$ cat config.mk
export PLATFORM = sky130hd
export DESIGN_NAME = desc_ring_ptr
export DESIGN_NICKNAME = d
export VERILOG_FILES = /design/src/rtl/ring_ptr_pkg.sv /design/src/rtl/ring_ptr_regs.sv /design/src/rtl/ring_ptr_cursor.sv /design/src/rtl/desc_ring_ptr.sv
export SDC_FILE = /design/constraint.sdc
export NUM_CORES = 1
export LEC_CHECK = 0
export BUFFER_PORTS_ARGS = -buffer_cell sky130_fd_sc_hd__buf_4
export CAP_MARGIN = 20
export CORE_AREA = 2 2 166 168
export CTS_BUF_LIST = sky130_fd_sc_hd__clkbuf_4 sky130_fd_sc_hd__clkbuf_8
export DETAILED_ROUTE_END_ITERATION = 10
export DIE_AREA = 0 0 168 170
export PLACE_DENSITY = 0.53
export SLEW_MARGIN = 20
export SYNTH_ARGS = -nofsm -noshare
export SYNTH_HDL_FRONTEND = slang
export SYNTH_SLANG_ARGS = --single-unit
$ cat constraint.sdc
create_clock -name clk -period 6.3 [get_ports clk]
set_input_delay 0.315 -clock clk [delete_from_list [all_inputs] [get_ports clk]]
set_output_delay 0.315 -clock clk [all_outputs]
set_load 0.01 [all_outputs]
$ cat src/rtl/ring_ptr_pkg.sv
// Shared register offsets for the descriptor ring pointer controller.
package ring_ptr_pkg;
    typedef enum logic [2:0] {
        RA_CTRL      = 3'd0,
        RA_BASE_HI   = 3'd1,
        RA_BASE_LO   = 3'd2,
        RA_TAIL      = 3'd3,
        RA_RING_LAST = 3'd4,
        RA_CUR_LO    = 3'd5
    } reg_addr_e;
endpackage

$ cat src/rtl/ring_ptr_regs.sv
// Software-visible state: run bit, base halves, tail, ring length and
// the "newly programmed" flag. Assumes one register write per cycle.
module ring_ptr_regs
    import ring_ptr_pkg::*;
#(
    parameter int HI_W       = 16,
    parameter int RING_W     = 8,
    parameter int ALIGN_BITS = 3
) (
    input  logic              clk,
    input  logic              rst_n,
    input  logic              we,
    input  logic [2:0]        waddr,
    input  logic [31:0]       wdata,
    output logic              run,
    output logic              start_pulse,
    output logic              fresh,
    output logic [HI_W-1:0]   base_hi,
    output logic [31:0]       base_lo,
    output logic [31:0]       tail,
    output logic [RING_W-1:0] ring_last
);
    logic wr_ctrl, wr_hi, wr_lo;

    // Decode writes; base writes count only while stopped.
    always_comb begin
        wr_ctrl     = we && (waddr == RA_CTRL);
        wr_hi       = we && (waddr == RA_BASE_HI) && !run;
        wr_lo       = we && (waddr == RA_BASE_LO) && !run;
        start_pulse = wr_ctrl && wdata[0] && !run;
    end

    // Register updates.
    always_ff @(posedge clk) begin
        if (!rst_n) begin
            run       <= 1'b0;
            fresh     <= 1'b0;
            base_hi   <= '0;
            base_lo   <= '0;
            tail      <= '0;
            ring_last <= '0;
        end else begin
            if (wr_ctrl) run <= wdata[0];
            if (wr_hi) base_hi <= wdata[HI_W-1:0];
            if (wr_lo) base_lo <= {wdata[31:ALIGN_BITS], {ALIGN_BITS{1'b0}}};
            if (we && waddr == RA_TAIL) tail <= wdata;
            if (we && waddr == RA_RING_LAST) ring_last <= wdata[RING_W-1:0];
            if (start_pulse) fresh <= 1'b0;
            else if (wr_lo)  fresh <= 1'b1;
        end
    end

    // base halves frozen while running
    a_r2_base_frozen: assert property (@(posedge clk) disable iff (!rst_n)
        run |=> ($stable(base_lo) && $stable(base_hi)));
    // a high-half write alone never raises the flag
    a_r4_hi_not_fresh: assert property (@(posedge clk) disable iff (!rst_n)
        (we && waddr == RA_BASE_HI && !fresh) |=> !fresh);
endmodule

$ cat src/rtl/ring_ptr_cursor.sv
// Current descriptor pointer and ring index. Reloads on a fresh start,
// steps on advance, wraps at the last ring entry, holds when idle.
// Assumes DESC_BYTES is a multiple of the bus alignment.
module ring_ptr_cursor #(
    parameter int RING_W     = 8,
    parameter int DESC_BYTES = 16,
    parameter int ALIGN_BITS = 3
) (
    input  logic              clk,
    input  logic              rst_n,
    input  logic              run,
    input  logic              start_pulse,
    input  logic              fresh,
    input  logic [31:0]       base_lo,
    input  logic [31:0]       tail,
    input  logic [RING_W-1:0] ring_last,
    input  logic              advance,
    output logic [31:0]       cur_lo,
    output logic              idle
);
    localparam logic [31:0] STEP = 32'(DESC_BYTES);
    logic [RING_W-1:0] idx;
    logic              step_ok;

    // Idle and step qualification.
    always_comb begin
        idle    = (cur_lo == tail);
        step_ok = run && advance && !idle;
    end

    // Pointer and index update.
    always_ff @(posedge clk) begin
        if (!rst_n) begin
            cur_lo <= '0;
            idx    <= '0;
        end else if (start_pulse && fresh) begin
            cur_lo <= base_lo;
            idx    <= '0;
        end else if (step_ok) begin
            if (idx == ring_last) begin
                cur_lo <= base_lo;
                idx    <= '0;
            end else begin
                cur_lo <= cur_lo + STEP;
                idx    <= idx + 1'b1;
            end
        end
    end

    // fresh start loads the base
    a_r5_fresh_load: assert property (@(posedge clk) disable iff (!rst_n)
        (start_pulse && fresh) |=> (cur_lo == $past(base_lo)));
    // plain restart resumes
    a_r6_resume: assert property (@(posedge clk) disable iff (!rst_n)
        (start_pulse && !fresh) |=> $stable(cur_lo));
    // no movement while idle or stopped
    a_r11_hold: assert property (@(posedge clk) disable iff (!rst_n)
        ((idle || !run) && !start_pulse) |=> $stable(cur_lo));
    // non-wrapping step adds one descriptor
    a_r9_step: assert property (@(posedge clk) disable iff (!rst_n)
        (step_ok && idx != ring_last) |=> (cur_lo == $past(cur_lo) + STEP));
    // pointer stays bus aligned
    a_r3_aligned: assert property (@(posedge clk) disable iff (!rst_n)
        cur_lo[ALIGN_BITS-1:0] == '0);
endmodule

$ cat src/rtl/desc_ring_ptr.sv
// Top of the descriptor ring pointer controller: joins the register
// state and the cursor and provides the read mux. Reads are combinational.
module desc_ring_ptr
    import ring_ptr_pkg::*;
#(
    parameter int ADDR_W         = 48,
    parameter int DATA_BUS_BYTES = 8,
    parameter int DESC_BYTES     = 16,
    parameter int RING_W         = 8
) (
    input  logic              clk,
    input  logic              rst_n,
    input  logic              reg_we,
    input  logic [2:0]        reg_addr,
    input  logic [31:0]       reg_wdata,
    output logic [31:0]       reg_rdata,
    input  logic              advance,
    output logic [ADDR_W-1:0] cur_addr,
    output logic [31:0]       tail_ptr,
    output logic              idle
);
    localparam int HI_W       = ADDR_W - 32;
    localparam int ALIGN_BITS = $clog2(DATA_BUS_BYTES);

    logic              run, start_pulse, fresh;
    logic [HI_W-1:0]   base_hi;
    logic [31:0]       base_lo, tail, cur_lo;
    logic [RING_W-1:0] ring_last;

    ring_ptr_regs #(.HI_W(HI_W), .RING_W(RING_W), .ALIGN_BITS(ALIGN_BITS)) u_regs (
        .clk(clk), .rst_n(rst_n), .we(reg_we), .waddr(reg_addr), .wdata(reg_wdata),
        .run(run), .start_pulse(start_pulse), .fresh(fresh), .base_hi(base_hi),
        .base_lo(base_lo), .tail(tail), .ring_last(ring_last)
    );

    ring_ptr_cursor #(.RING_W(RING_W), .DESC_BYTES(DESC_BYTES), .ALIGN_BITS(ALIGN_BITS)) u_cursor (
        .clk(clk), .rst_n(rst_n), .run(run), .start_pulse(start_pulse), .fresh(fresh),
        .base_lo(base_lo), .tail(tail), .ring_last(ring_last), .advance(advance),
        .cur_lo(cur_lo), .idle(idle)
    );

    // Output assembly: upper address bits come straight from the high base.
    always_comb begin
        cur_addr = {base_hi, cur_lo};
        tail_ptr = tail;
    end

    // Register read mux.
    always_comb begin
        case (reg_addr)
            RA_CTRL:      reg_rdata = {31'b0, run};
            RA_BASE_HI:   reg_rdata = 32'(base_hi);
            RA_BASE_LO:   reg_rdata = base_lo;
            RA_TAIL:      reg_rdata = tail;
            RA_RING_LAST: reg_rdata = 32'(ring_last);
            RA_CUR_LO:    reg_rdata = cur_lo;
            default:      reg_rdata = '0;
        endcase
    end

    // upper pointer bits track the high base half
    a_r7_upper: assert property (@(posedge clk) disable iff (!rst_n)
        cur_addr[ADDR_W-1:32] == base_hi);
endmodule

==> results of run 1 <==
-- path summary, 6_finish.rpt --
| check | from | to | slack (ns) | cells after the start |
|---|---|---|---|---|
| min reg2reg | u_regs.base_hi[13] | u_regs.base_hi[13] | 0.47 | 2 |
| min | reg_wdata[17] | u_regs.base_lo[17] | 0.12 | 3 |
| max reg2reg | u_cursor.cur_lo[22] | u_cursor.cur_lo[27] | 2.95 | 6 |
| max | u_cursor.cur_lo[22] | u_cursor.cur_lo[27] | 2.95 | 6 |
-- layout make-up --
type | instances | area [um2] | area share, %
clock buffers | 19 | 255 | 3.07
inverters | 9 | 33.8 | 0.406
clock inverters | 13 | 193 | 2.31
multi-input cells | 688 | 3760 | 45.1
flip-flops and latches | 124 | 2480 | 29.8
repair buffers | 157 | 1180 | 14.2
well taps | 341 | 427 | 5.12
-- Yosys cell counts, types with 8 or more instances --
library cell               instances
sky130_fd_sc_hd__mux2i_1          20
sky130_fd_sc_hd__nand4_1          19
sky130_fd_sc_hd__clkbuf_1         49
sky130_fd_sc_hd__inv_1             8
sky130_fd_sc_hd__a22oi_1          18
sky130_fd_sc_hd__buf_2            12
sky130_fd_sc_hd__and2_1            9
sky130_fd_sc_hd__a21oi_1         142
sky130_fd_sc_hd__o21ai_0          29
sky130_fd_sc_hd__nor2_1           36
sky130_fd_sc_hd__nand3_1          13
sky130_fd_sc_hd__nand2_1         243
sky130_fd_sc_hd__xnor2_1          39
sky130_fd_sc_hd__o22ai_1          19
sky130_fd_sc_hd__dfxtp_1         124
sky130_fd_sc_hd__nor3_1           17
-- layer usage --
metal	global-route usage [%]	wire length (um)	part of all wire, %	up-vias
li1	-	-	-	3308
met1	23.7	11600	47	3190
met2	27.4	11500	46	208
met3	3.40	1490	6.0	15
met4	4.05	241	0.97	0
met5	0	0	0	-
-- logic make-up after synthesis --
kind of cell             after synthesis  synth area share [%]
other                                  1                0.0571
adder cells (fa/ha/maj)                2                 0.381
XOR/XNOR                              40                  5.33
AO/OA/AOI/OAI                        256                  23.2
AND/OR/NAND/NOR                      367                  24.6
buffers and inverters                 83                  5.60
flip-flops                           124                  37.8
multiplexers                          20                  3.05
-- sequential cells by signal, summed over array words and instances, names as in the netlist --
name / flops
u_regs.ring_last: 8
u_regs.fresh: 1
u_regs.run: 1
u_regs.base_lo: 29
u_cursor.idx: 8
u_cursor.cur_lo: 29
u_regs.base_hi: 16
u_regs.tail: 32
-- worst max-delay path, stage by stage, from the launching register on --
cell                      delay, ns
sky130_fd_sc_hd__dfxtp_1       0.38
sky130_fd_sc_hd__xnor2_1       0.40
sky130_fd_sc_hd__nand4_1       0.29
sky130_fd_sc_hd__nor4_2        0.60
sky130_fd_sc_hd__a21o_1        0.93
sky130_fd_sc_hd__a21oi_1       0.35
sky130_fd_sc_hd__a32o_1        0.29
-- where the power goes --
part	total, mW	leakage, nW	internal, mW	switching (mW)
clock network	0.801	0.219	0.449	0.353
logic	0.198	1.71	0.0681	0.129
registers	0.810	1.00	0.795	0.0143
total	1.81	2.93	1.31	0.496
-- per-stage QoR --
step	instances	total power, mW	hold slack, ns
floorplan	895	0.938	0.416
global placement	1319	1.03	0.462
detailed placement	1319	1.03	0.465
CTS	1351	1.83	0.0888
global route	1351	1.88	0.0860
finish	1351	1.81	0.117
==> summary.txt, run 1 <==
Run status
  • Status: finished clean

STA
  • Fin. Hold Viols: 0
  • Setup TNS Final: 0 ns
  • Worst-case setup margin in the final layout: 2.95 ns
  • Final Skew: 0.0144 ns
  • Count of endpoints failing setup in the final report: 0
  • Fmax achieved: 298 MHz
  • Final min period: 3.35 ns
  • RSZ-0062 raised after global routing: false
  • Portion of the clock cycle consumed by the worst path in the final layout: 53.2%
  • Least-Margin Pin Slew: between 1 and 1.5 ns
  • Final Max Slew Viols: 0
  • Tightest slew margin relative to the limit: 27.2%

Logic synthesis
  • Number of warning messages in the yosys log: 0
  • Post-synthesis instance area: about 6600 um2
  • Post-synth top area cell: sky130_fd_sc_hd__dfxtp_1
  • Sequential share of the synthesized area: a little under two fifths
  • Number of standard cells after synthesis: 893
  • Post-synth EDFFs: 0
  • Share of async-settable or async-resettable flops after synthesis: 0%
  • Main synth FF type: sky130_fd_sc_hd__dfxtp_1
  • Number of register bits inferred by synthesis: 124
  • Ranking of synthesized cells by area: sky130_fd_sc_hd__dfxtp_1 (38%), sky130_fd_sc_hd__nand2_1 (14%), sky130_fd_sc_hd__a21oi_1 (11%)
  • Avg Inst Size Synth: 7.36 um2
  • Fraction of synthesized cell area taken by the top area cell type: 37.8%
  • Number of library cell types mapped by synthesis: about 60

Finish
  • Most common cell after layout, fill and taps aside: sky130_fd_sc_hd__nand2_1
  • Number of antenna diodes: 0
  • # fillers: approximately 2900
  • Total number of nets in the final design: 1038
  • Share of layout cells above drive strength 1: roughly a fifth
  • Area growth from synthesis to final layout: 26.7%
  • Util after Layout: 31.2%
  • Commonest cells after routing, fill and taps aside: sky130_fd_sc_hd__nand2_1 (243), sky130_fd_sc_hd__buf_4 (157), sky130_fd_sc_hd__a21oi_1 (142)
  • Final std cell area, no fill: 8330 um2

Clocking
  • Number of gates resized after cts: 0
  • Max H-tree Level: 4
  • Library cell used as clock root buffer: sky130_fd_sc_hd__clkbuf_8
  • Sinks on Clock Net: 124
  • Total clock buffers created by CTS: 17
  • Count of hold buffers inserted by post-cts repair: 0
  • Clock tree from TritonCTS: done
  • Clock-pin slew on the worst setup and hold paths: 0.08 ns
  • Post-CTS Setup Repair Bufs: 0
  • Maximum root-to-sink buffer count: 2
  • Worst skew pair latency: between 0.4 and 0.5 ns

Place
  • Standard cell area after detailed placement: 7880 um2
  • Number of port buffers: 148
  • Post-Place Worst Slack: 2.79 ns
  • Final Wtd Congestion: 0.816
  • HPWL Detailed: 17.6 mm

Global route
  • Gr ovfl total: 0
  • Global-route wire length before repair: 37.7 mm
  • Pin count of the biggest net entering global routing: 91
  • Number of global-route vias before repair: just over 6000
  • Number of antenna violations at the first check in global routing: 0
  • GRT Overall Usage: 17.1%

Power and ir drop
  • Static power due to leakage: 2.93 nW
  • Power density cells: 217 nW/um2
  • Max rail drop VDD: ~90 uV

Detailed routing
  • Detailed Route WL: between 20 and 25 mm
  • Vias per cell: 4.97
  • Detail Route Antenna Nets: 0
  • Count of vias placed by the detailed router: just under 7000
  • DRC violations left: 0
  • Routed length per placed instance: 18.3 um
  • Starting DRC count in detailed routing: approximately 430
  • Number of iterations in the first detailed-routing pass: 7

Die
  • Core box area: 26700 um2
  • Horizontal die dimension: 168 um
  • Effective utilization at floorplan: roughly 25%
  • Die height: 170 um
  • Standard-cell row count: 60
  • Number of placed I/O pins: 152
  • Area enclosed by the die boundary: approximately 29000 um2

Critical path
  • Critical path startpoint category: flip-flop
  • Worst setup path class: flip-flop to flip-flop
  • Req. time, crit path: between 6 and 7 ns
  • Critical path arrival: between 3 and 4 ns
  • Nature of the critical path endpoint: flip-flop
  • Worst Path Max Fanout: 27

Job
  • Reported max-cap violation count: 0

Worst hold path
  • Class of the worst hold path: input port to flip-flop
No activity file was read; power rests on OpenSTA's default activity.
==> run 2, diff against run 1 <==
Settings changed: PLACE_DENSITY 0.53 to 0.54.
Clock period 6.3 ns to 2.75 ns, I/O delays scaled along.
==> summary.txt, run 2 (synthesis gave the netlist of run 1 again) <==
Detailed routing
  • Detail Route Antenna Nets: 0 (unchanged)
  • Routed length per placed instance: 18.4 um (+0.57%)
  • Count of vias placed by the detailed router: 7093 (+5.5%)
  • Detailed Route WL: 26.2 mm (+5.6%)
  • Number of iterations in the first detailed-routing pass: 7 (unchanged)
  • Starting DRC count in detailed routing: 581 (+34%)
  • DRC violations left: 0 (unchanged)
  • Vias per cell: 5.00 (+0.55%)

Global route
  • GR met1 Demand/Resource: 24.1% (+0.42 points)
  • Number of antenna violations at the first check in global routing: 0 (unchanged)
  • Pin count of the biggest net entering global routing: 89 (-2.2%)
  • GRT Overall Usage: 18.1% (+0.97 points)
  • Gr ovfl total: 0 (unchanged)
  • Most heavily used metal layer in global routing: met2
  • Global-route wire length before repair: 39.7 mm (+5.3%)
  • Met2 track demand over resource: 28.6% (+1.2 points)
  • Met3 Resource Use GR: 5.35% (+2.0 points)
  • Number of global-route vias before repair: 6731 (+9.2%)

Critical path
  • Worst reg2reg path depth: 7 (+1)
  • Critical Path, Cell by Cell: xnor2_1 > nand4_1 > nor4_4 > and2_1 > buf_4
  • Launch point of the worst path: u_cursor.cur_lo[22]
  • Cell with the largest stage delay on the worst path: sky130_fd_sc_hd__nor4_4
  • Req. time, crit path: 2.61 ns (-4.03 ns)
  • Worst reg2reg endpoint: u_cursor.cur_lo[4]
  • Critical path arrival: 2.43 ns (-1.26 ns)
  • Setup slack of the worst register-to-register path: 0.27 ns (-2.68 ns)
  • Worst Path Max Fanout: 7 (-74%)
  • Nature of the critical path endpoint: output pin
  • Highest cell delay on the worst timing path: 0.42 ns (-0.51 ns)
  • Worst setup path class: flip-flop to output pin
  • Critical path startpoint category: flip-flop
  • Worst r2r src: u_cursor.cur_lo[26]

Die
  • Area enclosed by the die boundary: 28600 um2 (unchanged)
  • Core box area: 26700 um2 (unchanged)
  • Horizontal die dimension: 168 um (unchanged)
  • Die height: 170 um (unchanged)
  • Effective utilization at floorplan: 24.7% (unchanged)
  • Number of placed I/O pins: 152 (unchanged)
  • Standard-cell row count: 60 (unchanged)

STA
  • Tightest slew margin relative to the limit: 30.2% (+2.9 points)
  • Setup TNS Final: 0 ns (unchanged)
  • RSZ-0062 raised after global routing: false
  • Final Skew: 0.0127 ns (-0.00170 ns)
  • Least-Margin Pin Slew: 1.04 ns (-0.0481 ns)
  • Fin. Hold Viols: 0 (unchanged)
  • Final Max Slew Viols: 0 (unchanged)
  • Fmax achieved: 390 MHz
  • Worst-case setup margin in the final layout: 0.184 ns (-2.76 ns)
  • Final min period: 2.57 ns
  • Count of endpoints failing setup in the final report: 0 (unchanged)
  • Portion of the clock cycle consumed by the worst path in the final layout: 93.3%
  • WHS: 0.0885 ns (-0.0284 ns)

Power and ir drop
  • Clock network power share: 41.6% (-2.7 points)
  • Sequential share of power: 45.5% (+0.7 points)
  • Static power due to leakage: 3.24 nW (+10%)
  • Net Sw Frac: 28.8% (+1.4 points)
  • Power density cells: 459 nW/um2 (+110%)
  • Switching Power: 1.18 mW (+140%)
  • Max rail drop VDD: 238 uV (+160%)
  • Portion of total power attributed to combinational logic: 12.8% (+1.9 points)
  • Cell-internal power: 2.90 mW (+120%)

Finish
  • Area growth from synthesis to final layout: 35.2%
  • Number of flip-flops in the largest register: 32 (unchanged)
  • Area taken by multi-input logic gates: 3760 um2 (about the same)
  • Total number of nets in the final design: 1105 (+6.5%)
  • Commonest cells after routing, fill and taps aside: sky130_fd_sc_hd__nand2_1 (243), sky130_fd_sc_hd__buf_4 (191), sky130_fd_sc_hd__a21oi_1 (142)
  • Sequential standard cell area: 2480 um2 (unchanged)
  • Non-Filler Instances: 1418 (+5.0%)
  • Registers with the most flip-flops: u_regs.tail (32), u_cursor.cur_lo (29), u_regs.base_lo (29)
  • Most flop-heavy register: u_regs.tail
  • Most common cell after layout, fill and taps aside: sky130_fd_sc_hd__nand2_1
  • # fillers: 2877 (-1.0%)
  • Number of antenna diodes: 0 (unchanged)
  • Share of layout cells above drive strength 1: 22.7% (+1.7 points)

Clocking
  • Max H-tree Level: 4 (unchanged)
  • Total clock buffers created by CTS: 17 (unchanged)
  • Clock-pin slew on the worst setup and hold paths: 0.08 ns (about the same)
  • Clock tree from TritonCTS: done
  • Sinks on Clock Net: 124 (unchanged)
  • Post-CTS Setup Repair Bufs: 0 (unchanged)
  • Worst skew pair latency: 0.46 ns (about the same)
  • Maximum root-to-sink buffer count: 2 (unchanged)
  • Library cell used as clock root buffer: sky130_fd_sc_hd__clkbuf_8

Run status
  • Status: finished clean

Worst hold path
  • Class of the worst hold path: input port to flip-flop
  • Number of cells traversed by the worst hold path: 3 (unchanged)
  • Hold-critical path endpoint: u_cursor.cur_lo[3]
  • Min-delay src: rst_n

Place
  • HPWL Detailed: 18.9 mm (+7.0%)
  • Final Wtd Congestion: 0.878 (+7.6%)
  • Post-Place Worst Slack: 0.277 ns (-2.51 ns)
  • Number of port buffers: 148 (unchanged)
  • Number of placed instances, taps included: 1354 (+2.7%)

Job
  • Reported max-cap violation count: 0 (unchanged)
## run 2: cell count changes in the layout (fill, tap and decap cells not counted), sizes merged
cell         change
inv              +3
clkbuf           +1
clkinv           -2
dlygate4sd3     +32
buf             +35
bufinv           -2
## run 2: final cells by class
cell class | count | share of cell area [%]
flip-flops and latches | 124 | 27.9
well taps | 341 | 4.80
multi-input cells | 688 | 42.3
clock buffers | 20 | 3.03
repair buffers | 224 | 20.0
clock inverters | 12 | 1.55
inverters | 9 | 0.380
## run 2: worst max-delay path: cells and delay by family, from the launching register on
family | cells | cell delay [ns]
xor+xnor | 1 | 0.38
buf+inv | 1 | 0.16
flops | 1 | 0.39
simple gates | 3 | 1.04
## run 2: how the worst max path moves through the flow
stage / end / slack, ns
2_1_floorplan: u_cursor.cur_lo[27] / 0.58
3_3_place_gp: u_cursor.cur_lo[4] / 0.30
3_5_place_dp: u_cursor.cur_lo[4] / 0.28
4_1_cts: idle / 0.15
5_1_grt: u_cursor.cur_lo[4] / 0.08
6_report: idle / 0.18
## run 2: power groups by stage
stage	Clock, mW	Combinational (mW)	Sequential (mW)
after floorplan	0	0.256	1.89
after global placement	0	0.474	1.90
after detailed placement	0	0.480	1.90
after CTS	1.73	0.517	1.86
after global routing	1.79	0.561	1.86
final	1.70	0.523	1.86
## run 2: metrics by stage
| stage | total power, mW | instance area [um2] | utilization [%] |
|---|---|---|---|
| after floorplan | 2.15 | 6580 | - |
| final | 4.08 | 8880 | 33.3 |
| after global routing | 4.21 | 8880 | 33.3 |
| after CTS | 4.10 | 8870 | 33.3 |
| after global placement | 2.37 | 8150 | 30.6 |
| after detailed placement | 2.38 | 8150 | 30.6 |
## run 2: metal layers
layer  part of all wire, %  up-vias
met5                     0        -
met4                   1.5        0
met3                   7.9       32
met2                    45      300
met1                    46     3314
li1                      -     3447
## run 2: what timing repair did
| action | 4_1_cts | 5_1_grt |
|---|---|---|
| hold buffers | 32 | 0 |
| gates resized for setup | 0 | 1 |
| hold endpoints to repair | 87 | 0 |
| endpoints found under the setup margin | 0 | 1 |
